**config.mk**
```make
export PLATFORM = sky130hd
export DESIGN_NAME = cl_chain_loader
export DESIGN_NICKNAME = d
export VERILOG_FILES = /design/src/rtl/cl_pkg.sv /design/src/rtl/cl_prio_arb.sv /design/src/rtl/cl_req_latch.sv /design/src/rtl/cl_chain_loader.sv
export SDC_FILE = /design/constraint.sdc
export NUM_CORES = 1
export LEC_CHECK = 0
export ABC_AREA = 1
export CAP_MARGIN = 10
export CELL_PAD_IN_SITES_DETAIL_PLACEMENT = 0
export CELL_PAD_IN_SITES_GLOBAL_PLACEMENT = 2
export CORE_MARGIN = 5
export CORE_UTILIZATION = 24
export DETAILED_ROUTE_END_ITERATION = 6
export PLACE_DENSITY_LB_ADDON = 0.1
export SKIP_CTS_REPAIR_TIMING = 1
export SLEW_MARGIN = 15
export SYNTH_ARGS = -nofsm -noshare
export SYNTH_HDL_FRONTEND = slang
export SYNTH_HIERARCHICAL = 1
export SYNTH_SLANG_ARGS = --single-unit
```
**constraint.sdc**
```tcl
create_clock -name clk -period 2.5 [get_ports clk]
set_input_delay 0.375 -clock clk [delete_from_list [all_inputs] [get_ports clk]]
set_output_delay 0.375 -clock clk [all_outputs]
set_load 0.02 [all_outputs]
```
**src/rtl/cl_pkg.sv**
```systemverilog
package cl_pkg;

    typedef enum logic {
        CL_IDLE = 1'b0,
        CL_LOAD = 1'b1
    } cl_state_e;

    localparam int unsigned CL_FULL_WORDS  = 8;
    localparam int unsigned CL_SHORT_WORDS = 4;
    localparam int unsigned CL_SLOT_W      = 3;

endpackage

```
**src/rtl/cl_prio_arb.sv**
```systemverilog
module cl_prio_arb #(
    parameter int unsigned N  = 4,
    parameter int unsigned IW = $clog2(N)
) (
    input  logic [N-1:0]  req_i,
    output logic          any_o,
    output logic [IW-1:0] idx_o,
    output logic [N-1:0]  onehot_o
);

    always_comb begin
        any_o    = |req_i;
        idx_o    = '0;
        onehot_o = '0;
        // scan downward so the lowest set index wins
        for (int i = N - 1; i >= 0; i--) begin
            if (req_i[i]) begin
                idx_o = IW'(i);
            end
        end
        if (any_o) begin
            onehot_o = N'(1) << idx_o;
        end
    end

endmodule

```
**src/rtl/cl_req_latch.sv**
```systemverilog
module cl_req_latch #(
    parameter int unsigned   N          = 4,
    parameter int unsigned   AW         = 24,
    parameter logic [N-1:0]  CHAIN_MASK = '1
) (
    input  logic            clk,
    input  logic            rst,
    input  logic [N-1:0]    req_i,
    input  logic [N*AW-1:0] cp_i,
    input  logic [N-1:0]    clr_i,
    output logic [N-1:0]    pend_o,
    output logic [N*AW-1:0] cp_o
);

    typedef struct packed {
        logic [N-1:0]    pend;
        logic [N*AW-1:0] cp;
    } latch_s;

    latch_s       st_d, st_q;
    logic [N-1:0] req_en;

    assign req_en = req_i & CHAIN_MASK;

    always_comb begin
        st_d      = st_q;
        // a strobe in the same cycle as a clear re-arms the channel
        st_d.pend = (st_q.pend & ~clr_i) | req_en;
        for (int i = 0; i < N; i++) begin
            if (req_en[i]) begin
                st_d.cp[i*AW +: AW] = cp_i[i*AW +: AW];
            end
        end
    end

    always_ff @(posedge clk) begin
        if (rst) begin
            st_q <= '0;
        end else begin
            st_q <= st_d;
        end
    end

    assign pend_o = st_q.pend;
    assign cp_o   = st_q.cp;

    AST_TIED_OFF_NEVER_PENDING: assert property (@(posedge clk) disable iff (rst)
        (st_q.pend & ~CHAIN_MASK) == '0);

    AST_STROBE_LATCHED: assert property (@(posedge clk) disable iff (rst)
        (req_en != '0) |=> ((st_q.pend & $past(req_en)) == $past(req_en)));

endmodule

```
**src/rtl/cl_chain_loader.sv**
```systemverilog
module cl_chain_loader #(
    parameter int unsigned       NUM_CH      = 4,
    parameter int unsigned       ADDR_W      = 24,
    parameter int unsigned       DATA_W      = 32,
    parameter logic [ADDR_W-1:0] BASE_OFFSET = ADDR_W'(32'h0008_0000),
    parameter logic [NUM_CH-1:0] CHAIN_MASK  = 4'b1011,
    parameter logic [NUM_CH-1:0] SHORT_MASK  = 4'b0110
) (
    input  logic                     clk,
    input  logic                     rst,
    input  logic [NUM_CH-1:0]        req_i,
    input  logic [NUM_CH*ADDR_W-1:0] cp_i,
    output logic [NUM_CH-1:0]        done_o,
    output logic                     mem_rd_o,
    output logic [ADDR_W-1:0]        mem_addr_o,
    input  logic [DATA_W-1:0]        mem_rdata_i,
    output logic [NUM_CH-1:0]        reg_we_o,
    output logic [2:0]               reg_sel_o,
    output logic [DATA_W-1:0]        reg_wdata_o
);

    import cl_pkg::*;

    localparam int unsigned IW  = $clog2(NUM_CH);
    localparam int unsigned CNW = $clog2(CL_FULL_WORDS) + 1;

    typedef struct packed {
        cl_state_e              st;
        logic [IW-1:0]          gnt;
        logic [ADDR_W-1:0]      base;
        logic [CNW-1:0]         issue;
        logic                   rvalid;
        logic [CL_SLOT_W-1:0]   slot;
        logic                   last;
    } ctl_s;

    ctl_s                     ctl_d, ctl_q;
    logic [NUM_CH-1:0]        pend;
    logic [NUM_CH*ADDR_W-1:0] cp_held;
    logic [NUM_CH-1:0]        take;
    logic                     arb_any;
    logic [IW-1:0]            arb_idx;
    logic [NUM_CH-1:0]        arb_onehot;
    logic [CNW-1:0]           nwords;
    logic                     rd_now;

    function automatic logic [CNW-1:0] words_of(input logic [IW-1:0] ch);
        return SHORT_MASK[ch] ? CNW'(CL_SHORT_WORDS) : CNW'(CL_FULL_WORDS);
    endfunction

    cl_req_latch #(
        .N          (NUM_CH),
        .AW         (ADDR_W),
        .CHAIN_MASK (CHAIN_MASK)
    ) i_req_latch (
        .clk    (clk),
        .rst    (rst),
        .req_i  (req_i),
        .cp_i   (cp_i),
        .clr_i  (take),
        .pend_o (pend),
        .cp_o   (cp_held)
    );

    cl_prio_arb #(
        .N  (NUM_CH),
        .IW (IW)
    ) i_prio_arb (
        .req_i    (pend),
        .any_o    (arb_any),
        .idx_o    (arb_idx),
        .onehot_o (arb_onehot)
    );

    assign nwords = words_of(ctl_q.gnt);
    assign rd_now = (ctl_q.st == CL_LOAD) && (ctl_q.issue < nwords);

    always_comb begin
        ctl_d  = ctl_q;
        take   = '0;
        ctl_d.rvalid = rd_now;
        ctl_d.slot   = ctl_q.issue[CL_SLOT_W-1:0];
        ctl_d.last   = rd_now && (ctl_q.issue == nwords - CNW'(1));
        case (ctl_q.st)
            CL_IDLE: begin
                if (arb_any) begin
                    take        = arb_onehot;
                    ctl_d.st    = CL_LOAD;
                    ctl_d.gnt   = arb_idx;
                    ctl_d.base  = cp_held[arb_idx*ADDR_W +: ADDR_W] + BASE_OFFSET;
                    ctl_d.issue = '0;
                end
            end
            CL_LOAD: begin
                if (rd_now) begin
                    ctl_d.issue = ctl_q.issue + CNW'(1);
                end
                if (ctl_q.rvalid && ctl_q.last) begin
                    ctl_d.st = CL_IDLE;
                end
            end
            default: ctl_d.st = CL_IDLE;
        endcase
    end

    always_ff @(posedge clk) begin
        if (rst) begin
            ctl_q <= '0;
        end else begin
            ctl_q <= ctl_d;
        end
    end

    assign mem_rd_o    = rd_now;
    assign mem_addr_o  = ctl_q.base - ADDR_W'(ctl_q.issue);
    assign reg_sel_o   = ctl_q.slot;
    assign reg_wdata_o = mem_rdata_i;

    always_comb begin
        reg_we_o = '0;
        done_o   = '0;
        if (ctl_q.rvalid) begin
            reg_we_o[ctl_q.gnt] = 1'b1;
            done_o[ctl_q.gnt]   = ctl_q.last;
        end
    end

    AST_WRITE_ONE_CHANNEL: assert property (@(posedge clk) disable iff (rst)
        $onehot0(reg_we_o));

    AST_READ_THEN_WRITE: assert property (@(posedge clk) disable iff (rst)
        mem_rd_o |=> (reg_we_o != '0));

    AST_ADDR_STEPS_DOWN: assert property (@(posedge clk) disable iff (rst)
        (mem_rd_o && $past(mem_rd_o)) |-> (mem_addr_o == $past(mem_addr_o) - ADDR_W'(1)));

    AST_NO_PREEMPT: assert property (@(posedge clk) disable iff (rst)
        (ctl_q.st == CL_LOAD && $past(ctl_q.st) == CL_LOAD) |-> $stable(ctl_q.gnt));

    AST_DONE_WITH_WRITE: assert property (@(posedge clk) disable iff (rst)
        (done_o != '0) |-> (done_o == reg_we_o));

    AST_DONE_SINGLE_CYCLE: assert property (@(posedge clk) disable iff (rst)
        (done_o != '0) |=> (done_o == '0));

    AST_TIED_OFF_SILENT: assert property (@(posedge clk) disable iff (rst)
        ((reg_we_o | done_o) & ~CHAIN_MASK) == '0);

endmodule

```
# Yosys cells after proc, flatten, opt, wreduce, memory -nomap -nowiden
# Cells that the tools add are included.
dict set report word_totals {
  input_bits 134
  word_cells 54
  out_inout_bits 68
  ff_bits 112
}
dict set report classes {
  mux 18
  n_mul 1
  add_sub_neg 4
  n_lt_le_gt_ge 3
  n_shift 2
  eq_ne 3
  n_reduce_logical 7
  n_bitwise 5
}
# operator count
set op_table {}
lappend op_table {{variable part select 96 x 8 -> 24 bit} 1}
lappend op_table {{2-to-1 mux 31 bit} 1}
lappend op_table {{adder 24 x 20 -> 24 bit (second input constant)} 1}
lappend op_table {{2-to-1 mux 4 bit} 6}
lappend op_table {{subtractor 24 x 4 -> 24 bit} 1}
lappend op_table {{AND 4 bit} 2}
lappend op_table {{2-to-1 mux 2 bit} 4}
lappend op_table {{one-hot mux 4 bit (2 select lines)} 1}
lappend op_table {{adder 4 x 1 -> 4 bit (second input constant)} 1}
lappend op_table {{== test 4 bit} 1}
lappend op_table {{logical AND 1 bit} 4}
lappend op_table {{< comparator 4 bit} 1}
lappend op_table {{multiplier 2 x 2 -> 4 bit (second input constant)} 1}
lappend op_table {{inverter 4 bit} 1}
lappend op_table {{OR 4 bit} 1}
lappend op_table {{AND reduction 2 bit} 2}
lappend op_table {{OR reduction 4 bit} 1}
lappend op_table {{<< shifter 1 x 2 -> 4 bit (first input constant)} 1}
lappend op_table {{subtractor 4 x 1 -> 4 bit (second input constant)} 1}
lappend op_table {{< comparator 2 x 3 -> 1 bit (second input constant)} 1}
lappend op_table {{2-to-1 mux 1 bit} 3}
lappend op_table {{binary-select mux 1 bit (select 2 bit)} 1}
lappend op_table {{demux 1 bit (select 2 bit)} 1}
lappend op_table {{>= comparator 2 x 1 -> 1 bit (second input constant)} 1}
lappend op_table {{other kinds (4)} 4}

# Logic depth before layout (Yosys ltp)
# Gate-level depths: netlist of run 1.
dict set report logic_depth {
  word_depth 10
  ltp_mapped 17
  ltp_nobuf 16
}

# Hierarchy
# The synthesis of run 1 kept the hierarchy.
# mod cells_per_inst seq_area_each_um2 area_each_um2 n_inst
set by_module_without_submodules {}
lappend by_module_without_submodules {cl_chain_loader 525 720.7 3184.3 1}
lappend by_module_without_submodules {cl_req_latch 351 1521.5 2821.5 1}
lappend by_module_without_submodules {cl_prio_arb 13 0.0 52.6 1}

# Worst setup path before layout of run 1
# Ideal clock, no wire load.
dict set report synth_path {
  path_type {reg2out}
  from {register ctl_q (netlist bit ctl_d[1])}
  to {output mem_addr_o[22]}
  stages_incl_launch_ff 10
  setup_slack_ns 0.421
  t_arrival_ns 1.704
  n_path_buf 0
  t_required_ns 2.125
  path_cell_list {dfxtp_1 > ha_1 > fa_1 > inv_1 > nand3_1 > nand2_1 > nor2_2 > nand2_1 > nor2_1 > xor2_1}
}
dict set report synth_between {
  elab_chain_cells 1
}
# element line_no
set synth_rtl {}
lappend synth_rtl {{from (decl)} cl_chain_loader.sv:37} ;# ctl_s ctl_d, ctl_q;
lappend synth_rtl {{from (signal assigned)} cl_chain_loader.sv:110} ;# ctl_q <= ctl_d;
lappend synth_rtl {{subtractor 24 x 4 -> 24 bit} cl_chain_loader.sv:115} ;# assign mem_addr_o = ctl_q.base - ADDR_W'(ctl_q.issue);
lappend synth_rtl {{to (decl)} cl_chain_loader.sv:15} ;# output logic [ADDR_W-1:0] mem_addr_o,
# Every way passes these cells.

# Worst setup path in the final report of run 1
dict set report layout_path {
  from {register ctl_q[9] in the netlist's numbering}
  to {output mem_addr_o[16]}
}
# Same word-level chain as after synthesis.

==> qor.csv, run 1 <==
metric,value,unit
Worst R2R Setup Slack,0.33,ns
CTS tree,done,
met2 Usage GRT,20.8,%
die span in y,169,um
number of global-route vias before repair,5332,
starting density of the core,24.2,%
Mapped Avg Cell Area,6.81,sq um
FF/Latch Area,0.00224,sq mm
I/O Buffers,112,
prevailing post-synth register cell,dfxtp_1,
DPL Wire Length,14600,um
clock tree buffer depth,2,
Clock transition at path regs,0.08,ns
fmax,419,MHz
DRC viols,0,
row cnt,58,
Worst R2R End,ctl_q[32]$_SDFFE_PP0P_,
All-Layer GR Usage,13.7,%
WL final,19600,um
routed via count,5395,
Clock Skew,0.00662,ns
Leak,3.50,nW
H-Tree Depth,3,
"top cells by count, synth","nor2_1 (243), dfxtp_1 (112), o21ai_0 (105), nand2_1 (82), inv_1 (77)",
"Cell Area, Synth",0.00606,sq mm
initial antenna violation count,0,
pwr/cell area,672,mW/mm^2
first-pass GRT wire length,30400,um
Root Driver,clkbuf_16,
Routability Congestion,0.729,
area grow syn2layout,25.7,%
r2r startpoint,i_req_latch/pend_o[0]$_SDFF_PP0_,
vias per cell,4.14,
global routing usage on met3,2.50,%
CP Buf/Inv Count,3,
setup_tns,0,ns
Final min period,2.38,ns
GR Overflow Total,0,
WHS,0.463,ns
Skew-Pair Late Insertion Delay,0.36,ns
full die area,0.0285,sq mm
Max Cap Viol,0,
Routed Antenna Nets,0,
cells along the critical path,"inv_2, ha_4, fa_2, inv_1, nand3_1, nand2_2, nor2_4, nand2_2, nor2_2, xor2_1, buf_4",
largest net degree at the start of global routing,57,
status,completed,
ant diodes,0,
Top delay family on crit path,simple AND/OR/NAND/NOR gates,
worst-path fanout max,4,
Pre-Repair DR Iteration Count,4,
Multi-input gate area,0.00297,sq mm
NumNets Final,1116,
fin crit share,95.4,%
clk sinks,112,
maximum VDD drop,272,uV
CTS Buf Count,9,
Slew @ Worst Pin,0.561,ns
cell taking the most area after synthesis,dfxtp_1,
Synth top area share,37.0,%
top post-synthesis cells by area,"dfxtp_1 (37%), nor2_1 (15%), o21ai_0 (8.7%)",
DR iter-0 viols,217,
Inst Count DP,1288,
ratio of cells with drive above 1 in the final layout,11.3,%
slowest library cell on the worst path,dfxtp_1,
Post-synth ARST share,0,%
Die X,169,um
wire per inst,15.0,um
reg2reg path depth,15,
startpoint types,register,
unrepaired setup endpoints after global routing,yes,
gr busiest metal,met2,
Slew HR,62.5,%
Layout Cells excl Fill,1304,
required time at the worst-slack endpoint,2.12,ns
cell with the most instances after synthesis,nor2_1,
Final Util,30.4,%
HP Class,reg2reg,
FILL cells,2843,
crit path capture type,output port,
CP endpoint,mem_addr_o[16],
sequential-to-total area share from yosys stat,37.0,%
Fin. Hold Viols,0,
critical path's largest stage delay,0.31,ns
Worst EP arrival,2.01,ns
yosys warns,6,
Syn Inst Count,889,
Slew Limit Fails,0,
I/O pins,202,
"Power, Total",5.12,mW
CP startpoint,ctl_q[9]$_SDFFE_PP0P_,
CP Class,reg2out,
Post-synth EDFFs,0,
crit-path most repeated cell,nand2_2,
core area,0.0250,sq mm
met1 Use GR,19.9,%
Setup-failing EPs final,0,
Synth Register Bits,112,
Netlist cell types,30,
CP Depth,11,
[routing by layer]
metal | vias to the layer above | part of all wire (%)
met5 | - | 0
met4 | 0 | 0.99
met3 | 12 | 3.6
met2 | 94 | 42
met1 | 2389 | 53
li1 | 2900 | -
[report_power, final]
| part | internal, mW | total, mW | switching (mW) |
|---|---|---|---|
| combinational | 0.665 | 1.61 | 0.940 |
| sequential | 1.94 | 2.06 | 0.117 |
| clock | 0.690 | 1.45 | 0.765 |
| total | 3.29 | 5.12 | 1.82 |
[worst register-to-register path, cell delays in order, from the launching register on]
cell,delay (ns)
dfxtp_1,0.37
nor2_2,0.16
inv_2,0.06
nor2_1,0.24
inv_2,0.20
nand3_1,0.14
nand2_2,0.10
inv_1,0.09
ha_1,0.16
inv_1,0.04
nor2_1,0.18
nand2_1,0.07
nand2_1,0.06
nand3_1,0.09
nand2_1,0.07
inv_1,0.03
[per-stage QoR]
stage	cell area (sq um)	worst slack, ns
floorplan	6140	0.421
global placement	7260	-0.139
detailed placement	7260	-0.144
CTS	7540	-0.552
global route	7610	-0.0659
finish	7610	0.116
[state kept, by name, summed over array words and instances, names as in the netlist]
| signal | count |
|---|---|
| ctl_d | 3 |
| i_req_latch/cp_o | 72 |
| ctl_q | 30 |
| i_req_latch/pend_o | 4 |
| reg_sel_o | 3 |
[final cells by class]
| type | count | share of cell area, % |
|---|---|---|
| flip-flops and latches | 112 | 29.5 |
| inverters | 88 | 4.34 |
| clock buffers | 9 | 2.96 |
| clock inverters | 7 | 0.773 |
| well taps | 330 | 5.42 |
| multi-input cells | 610 | 39.1 |
| repair buffers | 148 | 17.9 |
[kinds of logic (layout without fill, tap and decap cells)]
family	Yosys count	in the layout	synth area share (%)
AND/OR/NAND/NOR	362	362	23.4
AO/OA/AOI/OAI	192	192	16.6
buffers and inverters	190	252	17.3
flip-flops	112	112	37.0
XOR/XNOR	19	19	2.75
adder cells (fa/ha/maj)	13	13	2.81
other	1	24	0.0619
[worst min-delay path by stage]
stage | from | to | slack [ns] | cells after the start
6_report | i_req_latch/pend_o[2]$_SDFF_PP0_ | i_req_latch/pend_o[2]$_SDFF_PP0_ | 0.46 | 2
5_1_grt | i_req_latch/pend_o[2]$_SDFF_PP0_ | i_req_latch/pend_o[2]$_SDFF_PP0_ | 0.50 | 2
4_1_cts | i_req_latch/pend_o[2]$_SDFF_PP0_ | i_req_latch/pend_o[2]$_SDFF_PP0_ | 0.47 | 2
3_5_place_dp | i_req_latch/pend_o[2]$_SDFF_PP0_ | i_req_latch/pend_o[2]$_SDFF_PP0_ | 0.45 | 2
3_3_place_gp | i_req_latch/pend_o[2]$_SDFF_PP0_ | i_req_latch/pend_o[2]$_SDFF_PP0_ | 0.45 | 2
2_1_floorplan | i_req_latch/pend_o[2]$_SDFF_PP0_ | i_req_latch/pend_o[2]$_SDFF_PP0_ | 0.43 | 2
[cells in the final DEF, fill, tap and decap left out, drive strengths merged, types with 2 or more instances in the layout]
master,Yosys,final
nor2,247,247
o21ai,138,138
dfxtp,112,112
clkdlybuf4s50,0,89
inv,88,89
nand2,83,83
buf,89,46
a21oi,29,29
conb,1,24
nand3,23,23
o22ai,20,20
xor2,18,18
clkbuf,13,15
ha,12,12
dlymetal6s2s,0,7
nand4,4,4
clkinv,0,4
nor3,3,3
o211ai,2,2
clkinvlp,0,2
Note: power is estimated with default switching activity, not from simulation.
==> run 2, diff against run 1 <==
--- a/config.mk
+++ b/config.mk
@@ -13,9 +13,11 @@
 export CORE_UTILIZATION = 24
 export DETAILED_ROUTE_END_ITERATION = 6
 export PLACE_DENSITY_LB_ADDON = 0.1
+export SETUP_SLACK_MARGIN = 0.15
 export SKIP_CTS_REPAIR_TIMING = 1
 export SLEW_MARGIN = 15
 export SYNTH_ARGS = -nofsm -noshare
 export SYNTH_HDL_FRONTEND = slang
 export SYNTH_HIERARCHICAL = 1
 export SYNTH_SLANG_ARGS = --single-unit
+export TNS_END_PERCENT = 5
==> run 2 against run 1 <==
  * Register-to-register slack better by 0.10 ns
  * Maximum frequency up 0.98%
  * Via count up 0.41%
  * Largest cell class unchanged
==> qor.csv, run 2 (synthesized netlist as in run 1, its figures left out) <==
metric,value,unit,change
status,completed,,
startpoint types,register,,
Fin. Hold Viols,0,,unchanged
Slew @ Worst Pin,0.565,ns,+0.00375 ns
"most common cell after layout, fill and taps aside",nor2_1,,
vias per cell,4.15,,+0.41%
setup_tns,0,ns,unchanged
pre-CTS setup slack,-0.144,ns,unchanged
DRC viols,0,,unchanged
r2r startpoint,i_req_latch/pend_o[0]$_SDFF_PP0_,,
row cnt,58,,unchanged
slowest library cell on the worst path,dfxtp_1,,
post-route setup slack,0.139,ns,+0.0232 ns
Pre-Repair DR Iteration Count,4,,unchanged
die span in y,169,um,unchanged
fmax,424,MHz,+0.98%
Setup-failing EPs final,0,,unchanged
ratio of cells with drive above 1 in the final layout,12.5,%,+1.2 points
"Power, Total",5.15,mW,+0.60%
clk sinks,112,,unchanged
Top delay family on crit path,simple AND/OR/NAND/NOR gates,,
unrepaired setup endpoints after global routing,yes,,
pwr/cell area,672,mW/mm^2,about the same
fin crit share,94.4,%,-0.93 points
min-delay src,i_req_latch/pend_o[2]$_SDFF_PP0_,,
Skew-Pair Late Insertion Delay,0.36,ns,about the same
maximum VDD drop,271,uV,-0.34%
Clock transition at path regs,0.08,ns,about the same
clock tree buffer depth,2,,unchanged
reg2reg path depth,15,,unchanged
required time at the worst-slack endpoint,2.12,ns,about the same
core area,0.0250,sq mm,unchanged
area grow syn2layout,26.3,%,
CTS Buf Count,9,,unchanged
Root Driver,clkbuf_16,,
cells along the critical path,"inv_2, ha_4, fa_2, inv_1, nand3_1, nand2_2, nor2_4, nand3_1, nor2_1, xor2_1, buf_2",,
routed via count,5417,,+0.41%
most frequent cells in the layout,"nor2_1 (239), dfxtp_1 (106), o21ai_0 (105)",,
initial antenna violation count,0,,unchanged
CP Depth,11,,unchanged
DR iter-0 viols,258,,+19%
CP Buf/Inv Count,3,,unchanged
first-pass GRT wire length,30400,um,unchanged
WL final,19700,um,+0.43%
Final min period,2.36,ns,-0.0232 ns
CTS tree,done,,
DPL Wire Length,14600,um,unchanged
Leak,3.49,nW,-0.30%
HP Class,reg2reg,,
hold path depth,2,,unchanged
I/O Buffers,112,,unchanged
starting density of the core,24.2,%,unchanged
full die area,0.0285,sq mm,unchanged
crit-path most repeated cell,nand3_1,,
wire per inst,15.1,um,+0.43%
Die X,169,um,unchanged
Routability Congestion,0.729,,unchanged
H-Tree Depth,3,,unchanged
I/O pins,202,,unchanged
max reg flops,72,,unchanged
Worst EP arrival,1.99,ns,-0.02 ns
CP Class,reg2out,,
NumNets Final,1116,,unchanged
Clock Skew,0.00784,ns,+0.00122 ns
GR Overflow Total,0,,unchanged
Worst R2R End,ctl_q[32]$_SDFFE_PP0P_,,
Slew HR,62.3,%,-0.25 points
worst-path fanout max,4,,unchanged
Slew Limit Fails,0,,unchanged
All-Layer GR Usage,13.7,%,unchanged
critical path's largest stage delay,0.31,ns,about the same
Max Cap Viol,0,,unchanged
number of global-route vias before repair,5332,,unchanged
ant diodes,0,,unchanged
Min-Delay Endpoint,i_req_latch/pend_o[2]$_SDFF_PP0_,,
Worst R2R Setup Slack,0.43,ns,+0.10 ns
Routed Antenna Nets,0,,unchanged
largest net degree at the start of global routing,57,,unchanged
crit path capture type,output port,,
[run 2: cell types whose count changed in the layout (fill, tap and decap cells not counted), moves of 4 or more]
cell      change
dfxtp_1       -4
clkbuf_2      -5
nand2_2       +4
buf_4         +4
[run 2: layout make-up]
type / count / area [sq um]
multi-input cells: 610 / 3000
repair buffers: 148 / 1380
clock buffers: 9 / 225
clock inverters: 7 / 58.8
fillers: 2837 / 17400
flip-flops and latches: 112 / 2250
inverters: 88 / 333
well taps: 330 / 413
[run 2: worst min-delay path: stages, from the launching register on]
cell and delay [ns]:
dfxtp_1 0.33, nand2_1 0.06, nor2_1 0.03
[run 2: power by group]
group | switching [mW] | leakage, nW | internal, mW
sequential | 0.118 | 0.932 | 1.94
clock | 0.759 | 0.135 | 0.690
combinational | 0.950 | 2.42 | 0.691
total | 1.83 | 3.49 | 3.32
[run 2: worst max-delay path by stage]
stage | from | endpoint | slack, ns
2_1_floorplan | ctl_d[1]$_SDFFE_PP0P_ | mem_addr_o[22] | 0.42
3_3_place_gp | ctl_q[9]$_SDFFE_PP0P_ | mem_addr_o[10] | -0.14
3_5_place_dp | ctl_q[9]$_SDFFE_PP0P_ | mem_addr_o[22] | -0.14
4_1_cts | ctl_q[9]$_SDFFE_PP0P_ | mem_addr_o[22] | -0.55
5_1_grt | ctl_q[9]$_SDFFE_PP0P_ | mem_addr_o[20] | -0.02
6_report | ctl_q[9]$_SDFFE_PP0P_ | mem_addr_o[20] | 0.14
[run 2: per-layer routing]
layer,share of wire [%],global-route usage (%),up-vias
li1,-,-,2901
met5,0,0,-
met1,53,19.9,2407
met2,43,20.8,96
met4,0.98,3.39,0
met3,3.7,2.50,13
[run 2: metrics by stage]
step	cell area, sq um	cells	utilization (%)	hold WS, ns
floorplan	6140	912	-	0.431
global placement	7260	1288	29.0	0.453
detailed placement	7260	1288	29.0	0.453
CTS	7540	1304	30.1	0.465
global route	7650	1304	30.6	0.497
finish	7650	1304	30.6	0.463
==> run 3, diff against run 2 <==
--- a/config.mk
+++ b/config.mk
@@ -6,7 +6,6 @@
 export NUM_CORES = 1
 export LEC_CHECK = 0
 export ABC_AREA = 1
-export CAP_MARGIN = 10
 export CELL_PAD_IN_SITES_DETAIL_PLACEMENT = 0
 export CELL_PAD_IN_SITES_GLOBAL_PLACEMENT = 2
 export CORE_MARGIN = 5
@@ -18,6 +17,5 @@
 export SLEW_MARGIN = 15
 export SYNTH_ARGS = -nofsm -noshare
 export SYNTH_HDL_FRONTEND = slang
-export SYNTH_HIERARCHICAL = 1
 export SYNTH_SLANG_ARGS = --single-unit
 export TNS_END_PERCENT = 5
==> run 3 against run 2 <==
  * Via count decreased by 7.1%
  * Final cell count fell by 13%
  * Largest power group unchanged
  * Sequential share of layout area up 1.4 points
  * Critical endpoint is now mem_addr_o[23]
==> qor.csv, run 3 <==
metric,value,unit,change
status,completed,,
CP Buf/Inv Count,3,,unchanged
DRC viols,0,,unchanged
Syn Inst Count,751,,-16%
"most common cell after layout, fill and taps aside",nor2_1,,
sequential-to-total area share from yosys stat,40.7,%,+3.7 points
hold path depth,2,,unchanged
fmax,409,MHz,-3.4%
DPL Wire Length,13600,um,-6.8%
slowest library cell on the worst path,dfxtp_2,,
r2r startpoint,i_req_latch.pend_o[0]$_SDFF_PP0_,,
Slew Limit Fails,0,,unchanged
clk sinks,112,,unchanged
initial antenna violation count,0,,unchanged
cells along the critical path,"inv_1, ha_1, nand2_1, o21ai_2, a21boi_4, nand2_2, inv_2, nand2_4, nor2_4, xor2_1, buf_4",,
Netlist cell types,42,,+40%
I/O Buffers,112,,unchanged
Min-Delay Endpoint,i_req_latch.cp_o[45]$_SDFFE_PP0P_,,
startpoint types,register,,
pre-CTS setup slack,-0.235,ns,-0.0915 ns
crit path capture type,output port,,
"Cell Area, Synth",0.00550,sq mm,-9.2%
largest net degree at the start of global routing,52,,-8.8%
Slew HR,64.6,%,+2.4 points
max reg flops,72,,unchanged
most frequent cells in the layout,"nor2_1 (170), dfxtp_1 (106), clkdlybuf4s50_1 (88)",,
WHS,0.464,ns,+0.000998 ns
reg2reg path depth,14,,-1
Slew @ Worst Pin,0.530,ns,-0.0352 ns
CTS tree,done,,
Top delay family on crit path,flip-flops,,
ratio of cells with drive above 1 in the final layout,15.7,%,+3.2 points
wire per inst,15.8,um,+4.5%
Skew-Pair Late Insertion Delay,0.36,ns,about the same
Clock transition at path regs,0.07,ns,about the same
WL final,17900,um,-8.8%
unrepaired setup endpoints after global routing,yes,,
FILL cells,2471,,-13%
core area,0.0226,sq mm,-9.6%
full die area,0.0261,sq mm,-8.6%
Mapped Avg Cell Area,7.33,sq um,+7.5%
worst-path fanout max,4,,unchanged
Final min period,2.44,ns,+0.0824 ns
Final Util,32.2,%,+1.6 points
Max Cap Viol,0,,unchanged
Clock Skew,0.0149,ns,+0.00710 ns
required time at the worst-slack endpoint,2.12,ns,about the same
GR Overflow Total,0,,unchanged
min-delay src,i_req_latch.cp_o[45]$_SDFFE_PP0P_,,
ant diodes,0,,unchanged
placed cell area,0.00691,sq mm,-4.8%
clock tree buffer depth,2,,unchanged
starting density of the core,24.3,%,+0.11 points
die span in y,161,um,-4.4%
Finished Cell Area,0.00729,sq mm,-4.8%
Post-synth EDFFs,0,,unchanged
top post-synthesis cells by area,"dfxtp_1 (41%), nor2_1 (12%), o21ai_0 (7.1%)",,
"top cells by count, synth","nor2_1 (173), dfxtp_1 (112), nand2_1 (81), o21ai_0 (78), inv_1 (64)",,
maximum VDD drop,264,uV,-2.4%
Routability Congestion,0.801,,+9.9%
Syn Nets,898,,
vias per cell,4.42,,+6.4%
NumNets Final,995,,-11%
first-pass GRT wire length,27700,um,-8.8%
I/O pins,202,,unchanged
Synth Register Bits,112,,unchanged
routed via count,5030,,-7.1%
critical path's largest stage delay,0.35,ns,+0.04 ns
Die X,161,um,-4.4%
DR iter-0 viols,262,,+1.6%
Synth top area share,40.7,%,+3.7 points
post-route setup slack,0.0564,ns,-0.0824 ns
Pre-Repair DR Iteration Count,4,,unchanged
CTS Buf Count,9,,unchanged
Multi-input gate area,0.00266,sq mm,-11%
fin crit share,97.7,%,+3.3 points
H-Tree Depth,3,,unchanged
CP Class,reg2out,,
Root Driver,clkbuf_16,,
All-Layer GR Usage,13.6,%,-0.12 points
cell with the most instances after synthesis,nor2_1,,
number of global-route vias before repair,5049,,-5.3%
Inst Count DP,1121,,-13%
Worst R2R End,ctl_q[32]$_SDFFE_PP0P_,,
HP Class,reg2reg,,
prevailing post-synth register cell,dfxtp_1,,
Fin. Hold Viols,0,,unchanged
row cnt,55,,-5.2%
Routed Antenna Nets,0,,unchanged
"Power, Total",5.05,mW,-2.0%
setup_tns,0,ns,unchanged
Worst R2R Setup Slack,0.46,ns,+0.03 ns
pwr/cell area,692,mW/mm^2,+3.0%
FF/Latch Area,0.00225,sq mm,-0.11%
cell taking the most area after synthesis,dfxtp_1,,
Worst EP arrival,2.07,ns,+0.08 ns
area grow syn2layout,32.4,%,
yosys warns,0,,-6
Layout Cells excl Fill,1138,,-13%
Leak,3.27,nW,-6.2%
Setup-failing EPs final,0,,unchanged
Post-synth ARST share,0,%,unchanged
[run 3: cell types whose count changed after synthesis, moves of 13 or more]
cell      delta
nor2_1      -70
buf_4       -32
o21ai_1     -32
o21ai_0     -27
o211ai_1    +19
o22ai_1     -19
inv_1       -13
[run 3: worst max path at each step]
| stage | cells after the start | startpoint | slack, ns | endpoint |
|---|---|---|---|---|
| finish | 11 | ctl_d[2]$_SDFFE_PP0P_ | 0.06 | mem_addr_o[23] |
| global route | 11 | ctl_d[2]$_SDFFE_PP0P_ | -0.09 | mem_addr_o[23] |
| CTS | 11 | ctl_d[3]$_SDFFE_PP0P_ | -0.64 | mem_addr_o[23] |
| detailed placement | 11 | ctl_d[3]$_SDFFE_PP0P_ | -0.23 | mem_addr_o[23] |
| global placement | 11 | ctl_d[3]$_SDFFE_PP0P_ | -0.20 | mem_addr_o[23] |
| floorplan | 8 | ctl_q[8]$_SDFFE_PP0P_ | 0.28 | mem_addr_o[16] |
[run 3: worst register-to-register path, cell delays in order (launching register included)]
cell	delay, ns
dfxtp_1	0.40
nor2_2	0.08
nand2_4	0.12
nand3_4	0.10
inv_4	0.23
nand2_1	0.09
nand3_1	0.22
ha_1	0.21
inv_1	0.05
nor2_2	0.13
nand2_1	0.06
nand2_1	0.05
nand3_1	0.08
nand2_1	0.09
inv_1	0.03
[run 3: layout make-up]
cell class                 instances  share of cell area, %
timing repair buffer             155                   19.7
sequential                       112                   30.9
clock buffer                      10                   3.14
inverter                          76                   3.95
clock inverter                     6                  0.944
multi-input combinational        494                   36.5
tap                              285                   4.89
[run 3: cells by family after synthesis]
| family | synth area share [%] |
|---|---|
| xor gates and xnor gates | 3.18 |
| buffers and inverters | 13.0 |
| adders and majority gates | 3.09 |
| AOI/OAI and AO/OA | 15.0 |
| and+or+nand+nor | 25.0 |
| DFF | 40.7 |
[run 3: report_power, final]
part	total, mW	switching (mW)	internal [mW]
Clock	1.48	0.694	0.785
Sequential	2.04	0.111	1.93
Combinational	1.52	0.852	0.672
Total	5.05	1.66	3.39
[run 3: metal layers]
metal | vias up | part of all wire (%) | global-route usage, %
li1 | 2578 | - | -
met1 | 2306 | 51 | 19.0
met2 | 121 | 43 | 20.8
met3 | 25 | 4.7 | 2.73
met4 | 0 | 1.7 | 4.54
met5 | - | 0 | 0
